<file path="src/rtl/lup_pkg.sv">
package lup_pkg;

  localparam int STATUS_W      = 32;
  localparam int SPEED_W       = 4;
  localparam int OVRD_W        = 16;
  localparam int LINK_UP_BIT   = 4;
  localparam int SPEED_LSB     = 16;
  localparam int RX_DATA_EN_BIT = 5;
  localparam int RX_PLL_EN_BIT  = 3;

  localparam logic [SPEED_W-1:0] SPEED_GEN1 = 4'd1;
  localparam logic [SPEED_W-1:0] SPEED_GEN2 = 4'd2;

  typedef enum logic [3:0] {
    ST_IDLE,
    ST_ARM,
    ST_WAIT_UP1,
    ST_RAISE,
    ST_KICK,
    ST_WAIT_DSC,
    ST_WAIT_UP2,
    ST_REPORT,
    ST_RX_HOLD
  } lup_state_e;

  // link-up flag inside the PHY debug status word
  function automatic logic link_up_of(input logic [STATUS_W-1:0] dbg);
    return dbg[LINK_UP_BIT];
  endfunction

  // current speed field inside the link status word
  function automatic logic [SPEED_W-1:0] speed_of(input logic [STATUS_W-1:0] stat);
    return stat[SPEED_LSB +: SPEED_W];
  endfunction

  // receiver override word: both enables forced while active
  function automatic logic [OVRD_W-1:0] rx_ovrd_word(input logic active);
    logic [OVRD_W-1:0] w;
    w = '0;
    w[RX_DATA_EN_BIT] = active;
    w[RX_PLL_EN_BIT]  = active;
    return w;
  endfunction

  function automatic int max3(input int a, input int b, input int c);
    int m;
    m = (a > b) ? a : b;
    return (m > c) ? m : c;
  endfunction

endpackage

</file>
<file path="src/rtl/lup_timer.sv">
module lup_timer #(
  parameter int CW = 8
) (
  input  logic          clk,
  input  logic          rst_n,
  input  logic          clr_i,
  input  logic [CW-1:0] limit_i,
  output logic          expired_o
);

  logic [CW-1:0] cnt_q;

  // window of exactly limit_i cycles after a clear
  assign expired_o = (cnt_q == (limit_i - 1'b1));

  always_ff @(posedge clk) begin
    if (!rst_n) begin
      cnt_q <= '0;
    end else if (clr_i) begin
      cnt_q <= '0;
    end else if (!expired_o) begin
      cnt_q <= cnt_q + 1'b1;
    end
  end

endmodule

</file>
<file path="src/rtl/lup_status_decode.sv">
module lup_status_decode
  import lup_pkg::*;
(
  input  logic [STATUS_W-1:0] dbg_i,
  input  logic [STATUS_W-1:0] stat_i,
  output logic                link_up_o,
  output logic [SPEED_W-1:0]  speed_o
);

  assign link_up_o = link_up_of(dbg_i);
  assign speed_o   = speed_of(stat_i);

  logic unused_status_bits;
  assign unused_status_bits = ^{dbg_i[STATUS_W-1:LINK_UP_BIT+1], dbg_i[LINK_UP_BIT-1:0],
                                stat_i[STATUS_W-1:SPEED_LSB+SPEED_W], stat_i[SPEED_LSB-1:0]};

endmodule

</file>
<file path="src/rtl/lup_rx_reset.sv">
module lup_rx_reset
  import lup_pkg::*;
(
  input  logic              clk,
  input  logic              rst_n,
  input  logic              set_i,
  input  logic              clr_i,
  output logic [OVRD_W-1:0] ovrd_o
);

  logic active_q;

  always_ff @(posedge clk) begin
    if (!rst_n) begin
      active_q <= 1'b0;
    end else if (set_i) begin
      active_q <= 1'b1;
    end else if (clr_i) begin
      active_q <= 1'b0;
    end
  end

  assign ovrd_o = rx_ovrd_word(active_q);

endmodule

</file>
<file path="src/rtl/lup_seq.sv">
module lup_seq
  import lup_pkg::*;
#(
  parameter int LINK_TMO = 16,
  parameter int DSC_TMO  = 16,
  parameter int PHY_HOLD = 16,
  parameter int CW       = 8
) (
  input  logic               clk,
  input  logic               rst_n,
  input  logic               start_i,
  input  logic               allow_gen2_i,
  input  logic               wait_dsc_i,
  input  logic               link_up_i,
  input  logic               dsc_busy_i,
  input  logic [SPEED_W-1:0] cur_speed_i,
  input  logic               tmr_expired_i,
  output logic               tmr_clr_o,
  output logic [CW-1:0]      tmr_limit_o,
  output logic               hold_set_o,
  output logic               hold_clr_o,
  output logic [SPEED_W-1:0] max_speed_o,
  output logic               train_en_o,
  output logic               dsc_set_o,
  output logic               busy_o,
  output logic               done_o,
  output logic               fail_o,
  output logic [SPEED_W-1:0] speed_o,
  output logic               ev_timeout_o,
  output logic               ev_link_seen_o
);

  localparam logic [CW-1:0] LIM_LINK = CW'(LINK_TMO);
  localparam logic [CW-1:0] LIM_DSC  = CW'(DSC_TMO);
  localparam logic [CW-1:0] LIM_HOLD = CW'(PHY_HOLD);

  lup_state_e st_q, st_d;

  always_comb begin
    st_d           = st_q;
    tmr_clr_o      = 1'b0;
    hold_set_o     = 1'b0;
    hold_clr_o     = 1'b0;
    ev_timeout_o   = 1'b0;
    ev_link_seen_o = 1'b0;
    case (st_q)
      ST_IDLE: if (start_i) st_d = ST_ARM;
      ST_ARM: begin
        tmr_clr_o = 1'b1;
        st_d      = ST_WAIT_UP1;
      end
      ST_WAIT_UP1: begin
        if (link_up_i) begin
          ev_link_seen_o = 1'b1;
          st_d = allow_gen2_i ? ST_RAISE : ST_REPORT;
        end else if (tmr_expired_i) begin
          ev_timeout_o = 1'b1;
          tmr_clr_o    = 1'b1;
          hold_set_o   = 1'b1;
          st_d         = ST_RX_HOLD;
        end
      end
      ST_RAISE: st_d = ST_KICK;
      ST_KICK: begin
        tmr_clr_o = 1'b1;
        st_d      = wait_dsc_i ? ST_WAIT_DSC : ST_WAIT_UP2;
      end
      ST_WAIT_DSC: begin
        if (!dsc_busy_i) begin
          tmr_clr_o = 1'b1;
          st_d      = ST_WAIT_UP2;
        end else if (tmr_expired_i) begin
          ev_timeout_o = 1'b1;
          tmr_clr_o    = 1'b1;
          hold_set_o   = 1'b1;
          st_d         = ST_RX_HOLD;
        end
      end
      ST_WAIT_UP2: begin
        if (link_up_i) begin
          ev_link_seen_o = 1'b1;
          st_d = ST_REPORT;
        end else if (tmr_expired_i) begin
          ev_timeout_o = 1'b1;
          tmr_clr_o    = 1'b1;
          hold_set_o   = 1'b1;
          st_d         = ST_RX_HOLD;
        end
      end
      ST_REPORT: st_d = ST_IDLE;
      ST_RX_HOLD: begin
        if (tmr_expired_i) begin
          hold_clr_o = 1'b1;
          st_d       = ST_IDLE;
        end
      end
      default: st_d = ST_IDLE;
    endcase
  end

  always_comb begin
    case (st_q)
      ST_WAIT_DSC: tmr_limit_o = LIM_DSC;
      ST_RX_HOLD:  tmr_limit_o = LIM_HOLD;
      default:     tmr_limit_o = LIM_LINK;
    endcase
  end

  always_ff @(posedge clk) begin
    if (!rst_n) begin
      st_q        <= ST_IDLE;
      max_speed_o <= SPEED_GEN1;
      train_en_o  <= 1'b0;
      done_o      <= 1'b0;
      fail_o      <= 1'b0;
      speed_o     <= '0;
    end else begin
      st_q   <= st_d;
      done_o <= 1'b0;
      if (st_q == ST_IDLE && start_i) begin
        max_speed_o <= SPEED_GEN1;
        train_en_o  <= 1'b0;
      end
      if (st_q == ST_ARM)   train_en_o  <= 1'b1;
      if (st_q == ST_RAISE) max_speed_o <= SPEED_GEN2;
      if (st_q == ST_REPORT) begin
        done_o  <= 1'b1;
        fail_o  <= 1'b0;
        speed_o <= cur_speed_i;
      end
      if (hold_clr_o) begin
        done_o  <= 1'b1;
        fail_o  <= 1'b1;
        speed_o <= '0;
      end
    end
  end

  assign dsc_set_o = (st_q == ST_KICK);
  assign busy_o    = (st_q != ST_IDLE);

endmodule

</file>
<file path="src/rtl/link_upgrade_ctrl.sv">
module link_upgrade_ctrl
  import lup_pkg::*;
#(
  parameter int LINK_TMO = 12_500_000,
  parameter int DSC_TMO  = 125_000_000,
  parameter int PHY_HOLD = 250_000
) (
  input  logic        clk,
  input  logic        rst_n,
  input  logic        start_i,
  input  logic        allow_gen2_i,
  input  logic        wait_dsc_i,
  input  logic [31:0] phy_dbg_i,
  input  logic [31:0] link_stat_i,
  input  logic        dsc_busy_i,
  output logic [3:0]  max_speed_o,
  output logic        train_en_o,
  output logic        dsc_set_o,
  output logic [15:0] phy_rx_ovrd_o,
  output logic        busy_o,
  output logic        done_o,
  output logic        fail_o,
  output logic [3:0]  speed_o
);

  localparam int MAX_T = max3(LINK_TMO, DSC_TMO, PHY_HOLD);
  localparam int CW    = $clog2(MAX_T + 1);

  logic               link_up;
  logic [SPEED_W-1:0] cur_speed;
  logic               tmr_clr;
  logic [CW-1:0]      tmr_limit;
  logic               tmr_expired;
  logic               hold_set;
  logic               hold_clr;
  logic               ev_timeout;
  logic               ev_link_seen;

  lup_status_decode u_decode (
    .dbg_i     (phy_dbg_i),
    .stat_i    (link_stat_i),
    .link_up_o (link_up),
    .speed_o   (cur_speed)
  );

  lup_timer #(.CW(CW)) u_timer (
    .clk       (clk),
    .rst_n     (rst_n),
    .clr_i     (tmr_clr),
    .limit_i   (tmr_limit),
    .expired_o (tmr_expired)
  );

  lup_seq #(
    .LINK_TMO (LINK_TMO),
    .DSC_TMO  (DSC_TMO),
    .PHY_HOLD (PHY_HOLD),
    .CW       (CW)
  ) u_seq (
    .clk            (clk),
    .rst_n          (rst_n),
    .start_i        (start_i),
    .allow_gen2_i   (allow_gen2_i),
    .wait_dsc_i     (wait_dsc_i),
    .link_up_i      (link_up),
    .dsc_busy_i     (dsc_busy_i),
    .cur_speed_i    (cur_speed),
    .tmr_expired_i  (tmr_expired),
    .tmr_clr_o      (tmr_clr),
    .tmr_limit_o    (tmr_limit),
    .hold_set_o     (hold_set),
    .hold_clr_o     (hold_clr),
    .max_speed_o    (max_speed_o),
    .train_en_o     (train_en_o),
    .dsc_set_o      (dsc_set_o),
    .busy_o         (busy_o),
    .done_o         (done_o),
    .fail_o         (fail_o),
    .speed_o        (speed_o),
    .ev_timeout_o   (ev_timeout),
    .ev_link_seen_o (ev_link_seen)
  );

  lup_rx_reset u_rx_reset (
    .clk    (clk),
    .rst_n  (rst_n),
    .set_i  (hold_set),
    .clr_i  (hold_clr),
    .ovrd_o (phy_rx_ovrd_o)
  );

endmodule

</file>
<file path="config.mk">
export PLATFORM = sky130hd
export DESIGN_NAME = link_upgrade_ctrl
export DESIGN_NICKNAME = d
export VERILOG_FILES = /design/src/rtl/lup_pkg.sv /design/src/rtl/lup_timer.sv /design/src/rtl/lup_status_decode.sv /design/src/rtl/lup_rx_reset.sv /design/src/rtl/lup_seq.sv /design/src/rtl/link_upgrade_ctrl.sv
export SDC_FILE = /design/constraint.sdc
export NUM_CORES = 1
export LEC_CHECK = 0
export CAP_MARGIN = 20
export CORE_AREA = 2 2 78 80
export DETAILED_ROUTE_END_ITERATION = 10
export DIE_AREA = 0 0 80 82
export PLACE_DENSITY = 0.78
export SYNTH_ARGS = -nofsm -noshare
export SYNTH_HDL_FRONTEND = slang
export SYNTH_SLANG_ARGS = --single-unit
</file>
<file path="constraint.sdc">
create_clock -name clk -period 2.7 [get_ports clk]
set_input_delay 0.27 -clock clk [delete_from_list [all_inputs] [get_ports clk]]
set_output_delay 0.27 -clock clk [all_outputs]
set_load 0.01 [all_outputs]
</file>
Word level (Yosys, flattened, before mapping). Cells that the tools add are included.

Muxes and demuxes: 27. Reduce and logical (&&, ||, !) cells: 12. Bitwise operators: 1. $add $sub $neg: 2. Eq/ne operators: 11.

Operator list (number): $pmux 27 s2 (1); $pmux 4 s8 (1); $add 27x1->27 const B (1); $eq 27x27->1 (1); $sub 27x1->27 const B (1); $mux 4 (6); $eq 4x3->1 const B (4); $mux 1 (13); $eq 4x2->1 const B (2); $reduce_bool 2->1 (4); $reduce_or 2->1 (4); $mux 2 (3); $eq 4x1->1 const B (1); $eq 4x4->1 const B (1); $logic_not 4->1 (1); $ne 2x2->1 const B (2); $reduce_bool 4->1 (1); $mux 3 (1); $pmux 1 s3 (1); $pmux 1 s2 (1); $reduce_and 2->1 (1); $logic_and 1x1->1 (1); $not 1->1 (1).

Bits in registers: 41. Output and inout port bits: 29. Word-level logic and storage cells: 61.

Logic depth before layout (Yosys ltp).
Depth in word-level cells: 8. Depth in mapped cells: 10. Depth with buffers taken out: 7.

Modules after synthesis. A second synthesis with hierarchy kept.

Cell total of the unflattened synthesis: 482. Area, all modules: 3731.1 µm².

By module, submodules not included: lup_timer (instances 1, sequential area each 540.5 µm², cells each 341, area each 2600.0 µm²); lup_seq (instances 1, sequential area each 260.2 µm², cells each 116, area each 928.4 µm²); lup_rx_reset (instances 1, sequential area each 20.0 µm², cells each 20, area each 165.2 µm²); lup_status_decode (instances 1, sequential area each 0.0 µm², cells each 5, area each 37.5 µm²).

Least setup slack after synthesis. Ideal clock, no wire load.

Path kind: register to register. From: reg u_timer.cnt_q[18]. To: reg u_timer.cnt_q[10]. Path buffers: 2. Stages on the path, launching flop included: 9. Period minus slack after synthesis: 2.213 ns. Data arrival time: 2.099 ns. Path slack: 0.487 ns. Path through: dfxtp_1 or4b_4 a2111o_1 o31ai_1 o2111ai_1 buf_4 o21ai_4 buf_6 nor2_1.

Word-level cells in the longest chain between the ends: 5. Elaborated cells on any way between the ends: 6. Classes of those cells: 1 x eq/ne; 4 x mux; 1 x reduce/logical.

RTL lines: from (decl) (line lup_timer.sv:11) `logic [CW-1:0] cnt_q;`; from (signal assigned) (line lup_timer.sv:22) `cnt_q <= cnt_q + 1'b1;`; $eq 27x27->1 * (line lup_timer.sv:14) `assign expired_o = (cnt_q == (limit_i - 1'b1));`; $mux 1 (line lup_seq.sv:56, lup_seq.sv:72, lup_seq.sv:83); $mux 1 (on tied branches) (line lup_seq.sv:80, lup_seq.sv:69); $pmux 1 s3 (line lup_seq.sv:46) `case (st_q)`; $reduce_or 2->1 (no source line).

Mark *: on every way between the ends. The rest lies on a longest branch, timed or not. A chain may end at the register's enable or synchronous reset.

Final worst setup path.
From: reg u_timer.cnt_q[18]. To: reg u_seq.fail_o.

Word-level cells in the longest chain between the ends: 4. Elaborated cells on any way between the ends: 5. Classes of those cells: 1 x eq/ne; 3 x mux; 1 x reduce/logical.

RTL lines: $eq 27x27->1 * (line lup_timer.sv:14); $mux 1 * (line lup_seq.sv:92) `if (tmr_expired_i) begin`; $mux 1 * (line lup_seq.sv:46); $mux 1 or $reduce_bool 2->1 (tied branches); to (signal assigned) (line lup_seq.sv:115) `fail_o <= 1'b0;`; to (signal assigned) (line lup_seq.sv:128) `fail_o <= 1'b0;`; to (signal assigned) (line lup_seq.sv:133) `fail_o <= 1'b1;`; to (decl) (line lup_seq.sv:27) `output logic fail_o,`.

Marked as above.

==> results.py <==
metrics = {
    "place": {
        "place_congestion": 0.809,
        "pre_cts_ws_ns": 0.321,
        "dp.final_hpwl_um": 3550,
        "portBuffers": 23,
        "dp.cells": 386,
        "place_area_um2": 2640,
    },
    "final_layout": {
        "finalNetCount": 389,
        "nFillCells": 566,
        "drive_gt1_share_pct": 8.46,
        "fin_area_um2": 2740,
        "syn_to_final_growth_pct": 15.5,
        "multiInputGateArea_um2": 1390,
        "final_util_pct": 47.7,
        "antenna_cells": 0,
        "layout.cells.non_filler": 394,
        "final-seq-area_um2": 821,
    },
    "drt": {
        "first_iter_violations": 108,
        "wl_um": 4930,
        "vias": 2098,
        "drcViolationCount": 0,
        "final_antenna_net_count": 0,
        "via_per_inst": 5.32,
        "wl_per_cell_um": 12.5,
        "dr.pass1.iters": 4,
    },
    "critical_path": {
        "reg2reg_from": "u_timer.cnt_q[18]",
        "cp_cell_sequence": "or4b_4, a2111o_1, o31ai_1, o2111ai_1, nor2_1, o21a_1",
        "crit_fanout": 6,
        "rrSetupSlack_ns": 0.31,
        "cp_data_required_time_ns": 2.95,
        "rr_worst_depth": 6,
        "cp-end-kind": "flip-flop",
        "worstReg2RegEnd": "u_seq.fail_o",
        "start_kind": "flip-flop",
        "path_buf_inv": 0,
        "critPathArrivalTime_ns": 2.63,
        "path_class": "flip-flop to flip-flop",
        "critical_path.top_delay_family": "compound AO/OA/AOI/OAI gates",
        "cp_slowest_cell": "or4b_4",
        "cpPeakStageDelay_ns": 0.56,
    },
    "die": {
        "design.core.area_um2": 5750,
        "start_util_pct": 41.3,
        "io_pins": 99,
        "die_x_um": 80,
        "die_area_um2": 6560,
        "die_height_um": 82,
        "num_rows": 28,
    },
    "global_route": {
        "overflow": 0,
        "grt_pass1_wl_um": 8650,
        "grt.total_usage_pct": 16.6,
        "grt_pass1_vias": 1896,
        "antenna_found_initial": 0,
        "grt_max_degree": 20,
    },
    "pwr": {
        "switchingPower_w": 0.000444,
        "p_clk_share_pct": 30.1,
        "leakagePower_nw": 0.999,
        "power_density_nw_per_um2": 534,
        "vdd_drop_max_uv": 426,
        "pwr-share-comb_pct": 24.6,
        "internal_power_w": 0.00102,
        "swShare_pct": 30.4,
        "pwr-share-seq_pct": 45.3,
    },
    "sta": {
        "setup_viol": 0,
        "tightest_slew_ns": 0.514,
        "tns_ns": 0,
        "post-route-period-util_pct": 88.3,
        "fin_crit_ns": 2.39,
        "skew_ns": 0.00749,
        "hold_viol_final": 0,
        "setup_ws_ns": 0.315,
        "rsz0062_at_grt": "false",
        "slew-limit-headroom_pct": 65.7,
        "max_freq_mhz": 419,
        "slew_viol_final": 0,
    },
    "cts": {
        "clockBufferDepth": 2,
        "cts_sinks": 41,
        "cts_buffers": 5,
        "root_buffer": "clkbuf_8",
        "cts_hold_buf": 0,
        "htreeDepth": 2,
        "post_cts_buffers": 0,
        "clk_pin_slew_ns": 0.07,
        "worstSkewPairLatency_ns": 0.30,
        "cts_tree": "built",
        "cts-resized-gates": 0,
    },
    "logic_synthesis": {
        "synth.distinct_cells": 53,
        "synth.most_common_cell": "dfxtp_1",
        "syn_inst": 292,
        "ys_seq_elements": 41,
        "synth_area_per_cell_um2": 8.13,
        "synth.top_cells.by_count": "41 x dfxtp_1, 40 x nor2_1, 23 x nand2_1",
        "ys_seq_area_share_pct": 34.6,
        "synth-async-reset-ratio_pct": 0,
        "synthTopCellsByArea": "dfxtp_1 35%, nor2_1 6.3%, xor2_1 6.3%, buf_4 6.0%, nand2_1 3.6%",
        "synth_top_flop_cell": "dfxtp_1",
        "yosys.area.top_type": "dfxtp_1",
        "yosys.area.top_type_share_pct": 34.6,
        "synth_edf_count": 0,
        "synth_area_um2": 2370,
        "synth_warnings": 0,
    },
    "hold_path": {
        "hp-class": "flip-flop to flip-flop",
        "whs_path_depth": 2,
        "hold_end": "u_rx_reset.active_q",
        "hold_start": "u_rx_reset.active_q",
    },
    "run": {
        "maxCapViolCount": 0,
    },
    "run_status": {
        "status": "completed",
    },
}
-- metal layers --
| layer | routed length [um] | track usage, % |
|---|---|---|
| met1 | 2370 | 22.3 |
| met5 | 0 | 0 |
| met3 | 327 | 4.29 |
| met4 | 82 | 6.61 |
| met2 | 2150 | 25.3 |
-- tightest hold or removal path, stage by stage, from the launching register on --
cell      delay (ns)
dfxtp_1         0.33
o21ai_0         0.07
a21boi_1        0.06
-- metrics by stage --
step	hold slack [ns]	total power, W
6_report	0.515	0.00146
4_1_cts	0.519	0.00148
3_5_place_dp	0.499	0.00103
2_1_floorplan	0.419	0.000938
5_1_grt	0.546	0.00155
3_3_place_gp	0.492	0.00102
-- flip-flops by register name, indices dropped and copies added, names as in the netlist --
name,count
u_timer.cnt_q,27
u_seq.speed_o,4
u_seq.st_q,4
u_seq.max_speed_o,2
u_rx_reset.active_q,1
u_seq.done_o,1
u_seq.fail_o,1
u_seq.train_en_o,1
-- final cells by class --
class | count | share of cell area, %
clock inverter | 1 | 0.183
multi-input combinational | 230 | 50.7
clock buffer | 7 | 3.51
timing repair buffer | 34 | 11.4
inverter | 6 | 0.822
tap | 75 | 3.42
sequential | 41 | 29.9
-- power groups by stage --
stage | clock network, W | logic [W] | registers (W)
after floorplan | 0 | 0.000271 | 0.000667
after global placement | 0 | 0.000350 | 0.000674
after detailed placement | 0 | 0.000358 | 0.000676
after CTS | 0.000454 | 0.000361 | 0.000662
after global routing | 0.000485 | 0.000399 | 0.000666
final | 0.000440 | 0.000360 | 0.000663
-- worst max path at each step --
| stage | start | end | slack, ns | depth (start not counted) |
|---|---|---|---|---|
| 2_1_floorplan | u_timer.cnt_q[18] | u_timer.cnt_q[10] | 0.49 | 8 |
| 3_3_place_gp | u_timer.cnt_q[18] | u_seq.speed_o[0] | 0.35 | 6 |
| 3_5_place_dp | u_timer.cnt_q[18] | u_seq.speed_o[0] | 0.32 | 6 |
| 4_1_cts | u_timer.cnt_q[18] | u_seq.fail_o | 0.31 | 6 |
| 5_1_grt | u_seq.st_q[0] | u_seq.speed_o[0] | 0.003 | 7 |
| 6_report | u_timer.cnt_q[18] | u_seq.fail_o | 0.31 | 6 |
-- cells by family (layout without fill, tap and decap cells) --
family | count (synthesis) | after routing | synth area share [%]
other | 1 | 16 | 0.158
and+or+nand+nor | 140 | 140 | 31.3
buffers and inverters | 36 | 48 | 9.23
muxes | 7 | 7 | 2.95
DFF | 41 | 41 | 34.6
adders and majority gates | 1 | 1 | 0.527
xor gates and xnor gates | 24 | 24 | 8.86
AOI/OAI and AO/OA | 42 | 42 | 12.4
-- layout by cell type (no fill, tap or decap), types with 6 or more instances in the layout --
cell type	instances
xor2_1	17
inv_1	6
nand2_1	23
clkdlybuf4s50_1	23
a21oi_1	11
conb_1	16
nor2_1	40
mux2i_1	7
nand3_1	14
nor3_1	8
xnor2_1	7
nand4_1	9
dfxtp_1	41
buf_4	11
clkbuf_8	7
or3_1	8
No activity file was read; power rests on OpenSTA's default activity.
